File: config.mk
export PLATFORM = sky130hd
export DESIGN_NAME = can_txbuf_sched
export DESIGN_NICKNAME = d
export VERILOG_FILES = /design/src/rtl/can_txbuf_sched.sv
export SDC_FILE = /design/constraint.sdc
export NUM_CORES = 1
export LEC_CHECK = 0
export BUFFER_PORTS_ARGS = -buffer_cell sky130_fd_sc_hd__buf_2
export CAP_MARGIN = 20
export CORE_ASPECT_RATIO = 0.6
export CORE_MARGIN = 1.5
export CORE_UTILIZATION = 64
export CTS_BUF_LIST = sky130_fd_sc_hd__clkbuf_8
export CTS_CLUSTER_SIZE = 20
export DETAILED_ROUTE_END_ITERATION = 10
export PLACE_DENSITY = 0.87
export SLEW_MARGIN = 20
export SYNTH_ARGS = -nofsm -noshare
export SYNTH_HDL_FRONTEND = slang
export SYNTH_SLANG_ARGS = --single-unit
File: constraint.sdc
create_clock -name clk -period 7.8 [get_ports clk]
set_input_delay 0.39 -clock clk [delete_from_list [all_inputs] [get_ports clk]]
set_output_delay 0.39 -clock clk [all_outputs]
set_load 0.05 [all_outputs]
File: src/rtl/can_txbuf_sched.sv
module can_txbuf_sched #(
  parameter int NBUF   = 3,
  parameter int ID_W   = 32,
  parameter int DLC_W  = 4,
  parameter int DATA_W = 64,
  parameter int PRIO_W = 8,
  localparam int BUF_W = $clog2(NBUF)
) (
  input  logic              clk,
  input  logic              rst_n,
  input  logic              host_load,
  input  logic [BUF_W-1:0]  host_buf,
  input  logic [ID_W-1:0]   host_id,
  input  logic [DLC_W-1:0]  host_dlc,
  input  logic [DATA_W-1:0] host_data,
  input  logic [PRIO_W-1:0] host_prio,
  input  logic [NBUF-1:0]   host_queue,
  input  logic [NBUF-1:0]   host_abort,
  input  logic [NBUF-1:0]   irq_en,
  input  logic              arb_strobe,
  input  logic              tx_done,
  input  logic              tx_err,
  output logic [NBUF-1:0]   tx_empty,
  output logic [NBUF-1:0]   tx_abort_ack,
  output logic              tx_irq,
  output logic              tx_valid,
  output logic [BUF_W-1:0]  tx_sel,
  output logic [ID_W-1:0]   tx_id,
  output logic [DLC_W-1:0]  tx_dlc,
  output logic [DATA_W-1:0] tx_data
);

  logic [ID_W-1:0]   id_q   [NBUF];
  logic [DLC_W-1:0]  dlc_q  [NBUF];
  logic [DATA_W-1:0] data_q [NBUF];
  logic [PRIO_W-1:0] prio_q [NBUF];

  logic [NBUF-1:0]   empty_q, ack_q, pend_q, infl, load_en, cand;
  logic              busy_q, found;
  logic [BUF_W-1:0]  sel_q, best_idx;
  logic [PRIO_W-1:0] best_prio;

  always_comb begin
    for (int i = 0; i < NBUF; i++) begin
      infl[i]    = busy_q && (sel_q == BUF_W'(i));
      load_en[i] = host_load && (host_buf == BUF_W'(i)) && empty_q[i];
    end
  end

  assign cand = ~empty_q & ~host_abort;

  always_comb begin
    found     = 1'b0;
    best_idx  = '0;
    best_prio = '1;
    for (int i = 0; i < NBUF; i++) begin
      if (cand[i] && (!found || prio_q[i] < best_prio)) begin
        found     = 1'b1;
        best_idx  = BUF_W'(i);
        best_prio = prio_q[i];
      end
    end
  end

  always_ff @(posedge clk or negedge rst_n) begin
    if (!rst_n) begin
      busy_q <= 1'b0;
      sel_q  <= '0;
    end else if (busy_q) begin
      if (tx_done || tx_err) busy_q <= 1'b0;
    end else if (arb_strobe && found) begin
      busy_q <= 1'b1;
      sel_q  <= best_idx;
    end
  end

  always_ff @(posedge clk or negedge rst_n) begin
    if (!rst_n) begin
      empty_q <= '1;
      ack_q   <= '0;
      pend_q  <= '0;
    end else begin
      for (int i = 0; i < NBUF; i++) begin
        if (infl[i]) begin
          if (tx_done) begin
            empty_q[i] <= 1'b1;
            ack_q[i]   <= 1'b0;
            pend_q[i]  <= 1'b0;
          end else if (tx_err) begin
            if (pend_q[i] || host_abort[i]) begin
              empty_q[i] <= 1'b1;
              ack_q[i]   <= 1'b1;
            end
            pend_q[i] <= 1'b0;
          end else if (host_abort[i]) begin
            pend_q[i] <= 1'b1;
          end
        end else if (!empty_q[i]) begin
          if (host_abort[i]) begin
            empty_q[i] <= 1'b1;
            ack_q[i]   <= 1'b1;
          end
        end else if (host_queue[i]) begin
          empty_q[i] <= 1'b0;
          ack_q[i]   <= 1'b0;
        end
      end
    end
  end

  always_ff @(posedge clk or negedge rst_n) begin
    if (!rst_n) begin
      for (int i = 0; i < NBUF; i++) begin
        id_q[i]   <= '0;
        dlc_q[i]  <= '0;
        data_q[i] <= '0;
        prio_q[i] <= '0;
      end
    end else begin
      for (int i = 0; i < NBUF; i++) begin
        if (load_en[i]) begin
          id_q[i]   <= host_id;
          dlc_q[i]  <= host_dlc;
          data_q[i] <= host_data;
          prio_q[i] <= host_prio;
        end
      end
    end
  end

  assign tx_empty     = empty_q;
  assign tx_abort_ack = ack_q;
  assign tx_irq       = |(empty_q & irq_en);
  assign tx_valid     = busy_q;
  assign tx_sel       = sel_q;
  assign tx_id        = id_q[sel_q];
  assign tx_dlc       = dlc_q[sel_q];
  assign tx_data      = data_q[sel_q];

  a_r3_sel_queued: assert property (@(posedge clk) disable iff (!rst_n)
    tx_valid |-> !tx_empty[tx_sel]);

  a_r4_hold: assert property (@(posedge clk) disable iff (!rst_n)
    (tx_valid && !tx_done && !tx_err) |=> (tx_valid && $stable(tx_sel)));

  a_r5_sent: assert property (@(posedge clk) disable iff (!rst_n)
    (tx_valid && tx_done) |=>
      (!tx_valid && tx_empty[$past(tx_sel)] && !tx_abort_ack[$past(tx_sel)]));

  for (genvar g = 0; g < NBUF; g++) begin : g_chk
    a_r7_abort_idle: assert property (@(posedge clk) disable iff (!rst_n)
      (host_abort[g] && !tx_empty[g] && !(tx_valid && tx_sel == BUF_W'(g)))
        |=> (tx_empty[g] && tx_abort_ack[g]));

    a_r2_queue: assert property (@(posedge clk) disable iff (!rst_n)
      (host_queue[g] && tx_empty[g]) |=> (!tx_empty[g] && !tx_abort_ack[g]));
  end

endmodule

After elaboration in Yosys (flattened, before gate mapping). Index checks and enable logic that the tools add are counted.

Register bits: 336. Input bits: 125. Output and inout bits: 110. Logic and storage cells: 145.

$lt $le $gt $ge: 3. Eq/ne operators: 13. Mux-type cells: 61. Bitwise logic cells: 6. Reductions and logical operators: 39.

Operators by type and width (number): 64-bit binary-select mux with 2-bit select (1); 64-bit two-way mux (2); 32-bit binary-select mux with 2-bit select (1); 32-bit two-way mux (2); 1-bit two-way mux (49); 3-bit by 2-bit != test with 1-bit output, second input constant (6); 3-bit nonzero test (6); 8-bit < comparator (2); 8-bit two-way mux (2); 2-bit AND reduction (7); 1-bit logical AND (12); 4-bit AND reduction (3); 3-bit != test, second input constant (3); 4-bit binary-select mux with 2-bit select (1); 4-bit two-way mux (2); 3-bit AND (2); 1-bit logical OR (6); 3-bit NOT (2); 2-bit by 1-bit equality test with 1-bit output, second input constant (2); 2-bit equality test, second input constant (2); 2-bit logical NOT (2); 3-bit greater-or-equal comparator, second input constant (1); 2-bit NOT with 3-bit output (1); 3-bit OR reduction (1); other kinds (3) (4).

Logic depth before layout (Yosys ltp).
Depth in word-level cells: 14. Depth in mapped cells: 15. Gate-level depth less buffers: 14.

Worst setup path after synthesis. No wires, ideal clock.

Path kind: register to register. From: register empty_q[0] (netlist: tx_empty[0]). To: register sel_q[1] (netlist: tx_sel[1]). Arrival time: 3337 ps. Data required time: 7706 ps. Setup slack: 4369 ps. Cell stages (with the launch flop): 16. Clock period less this slack: 3431 ps. Cell sequence: dfstp_2 or2_2 buf_2 nor2_1 ha_1 o211ai_1 a21oi_1 o211ai_2 nand2_2 mux2_2 ha_1 a211o_1 o211ai_1 a31oi_1 o21bai_1 a221oi_2.

Cells in the longest elaborated chain, start to end: 13. Elaborated cells on any way between the ends: 18. Those cells by class: 2 x order compare; 6 x mux; 2 x bitwise; 8 x reduce/logical.

Ends and longest elaborated chain: start, declared (line 38) `logic [NBUF-1:0] empty_q, ack_q, pend_q, infl, load_en, cand;`; start signal, assigned (line 79) `empty_q <= '1;`; start signal, assigned by index (line 86) `empty_q[i] <= 1'b1;`; start signal, assigned by index (line 91) `empty_q[i] <= 1'b1;`; 3-bit NOT * (line 50) `assign cand = ~empty_q & ~host_abort;`; 3-bit AND * (line 50); 8-bit two-way mux / 1-bit two-way mux (equally long branches) (line 57) `if (cand[i] && (!found || prio_q[i] < best_prio)) begin`; 8-bit < comparator / 1-bit logical NOT (equally long branches) (line 57); 1-bit logical OR (line 57); 1-bit logical AND (line 57); 8-bit two-way mux / 1-bit two-way mux (equally long branches) (line 57); 8-bit < comparator / 1-bit logical NOT (equally long branches) (line 57); 1-bit logical OR (line 57); 1-bit logical AND (line 57); 1-bit two-way mux (line 57); 1-bit logical AND (line 71) `end else if (arb_strobe && found) begin`; 2-bit AND reduction (no line); end signal, assigned (line 73) `sel_q <= best_idx;`; end, declared (line 40) `logic [BUF_W-1:0] sel_q, best_idx;`.

Mark *: on every way between the ends. The rest lies on a longest branch, timed or not. A chain may end at the register's enable or synchronous reset.

Worst setup path after layout.
From: register sel_q[0] (netlist: tx_sel[0]). To: output port tx_data[15].

Cells in the longest elaborated chain, start to end: 4.

Ends and longest elaborated chain: 2-bit NOT with 3-bit output (not written as such) (line 138) `assign tx_data = data_q[sel_q];`; 64-bit binary-select mux with 2-bit select (line 138); 64-bit two-way mux (not written as such) (2 in series) (line 138); end, declared (line 30) `output logic [DATA_W-1:0] tx_data`.

Every way passes these cells. The select of a mux whose other input is x is not followed.

==> results.py <==
metrics = {
    "sta": {
        "drv_slew": 0,
        "slew_headroom_pct": 30.58,
        "rsz0062_at_grt": "no",
        "hold_viol": 0,
        "min_period_ps": 4025,
        "fin_skew_ps": 29.38,
        "setup_violations": 0,
        "fin_setup_tns_ps": 0,
        "tightest_slew_ps": 1041,
        "finalCritPeriodShare_pct": 51.60,
        "max_freq_mhz": 248.5,
    },
    "floorplanning": {
        "die_y_um": 122.5,
        "die_area_mm2": 0.02476,
        "rows": 43,
        "die_w_um": 202.1,
        "start_util_pct": 65.51,
        "coreArea_mm2": 0.02324,
        "ioPinCount": 235,
    },
    "clocking": {
        "clk_latency_ps": 570,
        "cts_inserted_buffers": 47,
        "clock_sinks": 336,
        "cts_root_buffer": "clkbuf_8",
        "clk_pin_slew_ps": 70,
        "cts_tree": "done",
        "clk_path_buf_depth": 3,
        "htreeDepth": 2,
    },
    "run": {
        "cap_viol_max_count": 0,
    },
    "routing": {
        "vias": 10100,
        "routed_wl_um": 34030,
        "drc_errors": 0,
        "avgRoutedWirePerCell_um": 19.63,
        "drt_iter0_markers": 588,
        "viasPerCell": 5.825,
        "dr.pass1.iters": 5,
        "ant_nets": 0,
    },
    "critical_path": {
        "worstSetupEndpointType": "primary output",
        "worst-setup-path-type": "reg -> out",
        "startpoint": "tx_sel[0]",
        "r2r_slack_ps": 4110,
        "cp-start-kind": "register",
        "reg2regPathDepth": 14,
        "timing.rr.start": "tx_empty[0]",
        "crit_end": "tx_data[15]",
        "reg2reg_to": "tx_sel[1]",
        "cp.required_ps": 7410,
        "path_max_fanout": 63,
        "cp.arrival_ps": 3630,
    },
    "placed_design": {
        "place_hpwl_um": 21480,
        "io_buffers": 234,
        "gp_congestion": 0.9123,
    },
    "grt": {
        "grt_pass1_vias": 10661,
        "grt_usage_pct": 28.09,
        "grt_pass1_wl_um": 55060,
        "grt_max_degree": 96,
        "antenna_found_initial": 8,
        "grt_overflow": 0,
    },
    "synthesis": {
        "ys_seq_area_share_pct": 55.24,
        "ys_ff_latch": 336,
        "synth_cells": 1163,
        "yosysWarnings": 0,
        "async_reset_ff_share_pct": 100.0,
        "syn_nets": 1302,
        "synthFlopType": "dfrtp_1",
        "synth-edff-count": 0,
        "synthTopCellsByArea": "dfrtp_1 (55%), mux2_2 (24%), mux2i_1 (6.6%)",
        "yosys.area.top_type_share_pct": 54.72,
        "synth_top_area_cell": "dfrtp_1",
        "ys_types": 45,
        "syn_area_mm2": 0.01523,
        "syn_avg_cell_area_um2": 13.09,
    },
    "final_layout": {
        "synthToLayoutAreaGrowth_pct": 14.26,
        "layout_common_cells": "mux2_2 (331), dfrtp_1 (331), buf_2 (233)",
        "final_nets": 1528,
        "layout-drive-gt1-share_pct": 46.01,
    },
    "run_status": {
        "status": "finished clean",
    },
    "worst_hold_path": {
        "holdPathStages": 2,
        "hold_path.class": "in -> reg",
    },
}
[Yosys cell counts, types with 3 or more instances]
master      n
o211ai_1    4
a21oi_1    13
dfrtp_1   333
clkbuf_1   12
nand3_1     4
mux2i_1   100
nor3_1      5
buf_2      50
nor2_1     17
o21ai_0   111
buf_6       8
mux2_2    331
dfstp_2     3
nand2_1   105
a31oi_1     6
ha_1       14
inv_1      13
[critical path: stages, from the launching register on]
cell and delay, ps:
dfrtp_2 1000, and2b_4 670, buf_4 720, nand2_1 140
o21ai_0 160, buf_2 330
[sequential cells by signal (all words and copies together), names as in the netlist]
signal / count
id_q: 96
tx_sel: 2
data_q: 192
dlc_q: 12
pend_q: 3
tx_abort_ack: 3
tx_valid: 1
prio_q: 24
tx_empty: 3
[worst min path at each step]
stage	startpoint	to	slack [ps]
after floorplan	rst_n	data_q[0]	90
after global placement	rst_n	id_q[53]	450
after detailed placement	rst_n	id_q[53]	450
after CTS	host_prio[2]	prio_q[10]	40
after global routing	host_id[29]	id_q[93]	60
final	host_prio[2]	prio_q[10]	70
[kinds of logic after synthesis]
family | Yosys count | synth area share (%)
mux | 431 | 31.05
simple gates | 147 | 4.141
flops | 336 | 55.24
compound gates | 150 | 5.481
buf+inv | 85 | 2.933
fa+ha+maj | 14 | 1.150
[layer usage]
metal	global-route usage [%]	wire length, um	up-vias
li1	-	-	4605
met1	38.35	15280	5153
met2	45.60	15800	268
met3	6.506	2247	68
met4	8.194	676	6
met5	0	34	-
[cell type report]
type                       count  area, um2
clock inverter                22      115.1
tap                          315      394.1
inverter                      13      48.80
clock buffer                  53      729.5
sequential                   336       8417
multi-input combinational    742       6375
antenna                        4      10.01
fill                        1489       5844
timing repair buffer         249       1309
[repair_timing]
item                                   CTS  global route
endpoints found under the hold margin   91             0
buffers inserted                         0             0
resized for setup                        0             0
hold buffers                             3             0
[metrics by stage]
stage / instances / cell area, um2 / hold slack (ps) / setup WS, ps / utilization (%)
global placement: 1652 / 16510 / 447.1 / 4259 / 71.02
CTS: 1730 / 17380 / 38.88 / 3720 / 74.78
floorplan: 1163 / 15230 / 94.41 / 4369 / -
detailed placement: 1652 / 16510 / 450.2 / 4074 / 71.02
finish: 1734 / 17400 / 72.66 / 3775 / 74.85
global route: 1731 / 17390 / 58.23 / 3589 / 74.82
Power is left out: the tool's default activity adds up to more than one toggle a clock period on the data nets, which glitch-free logic cannot reach.
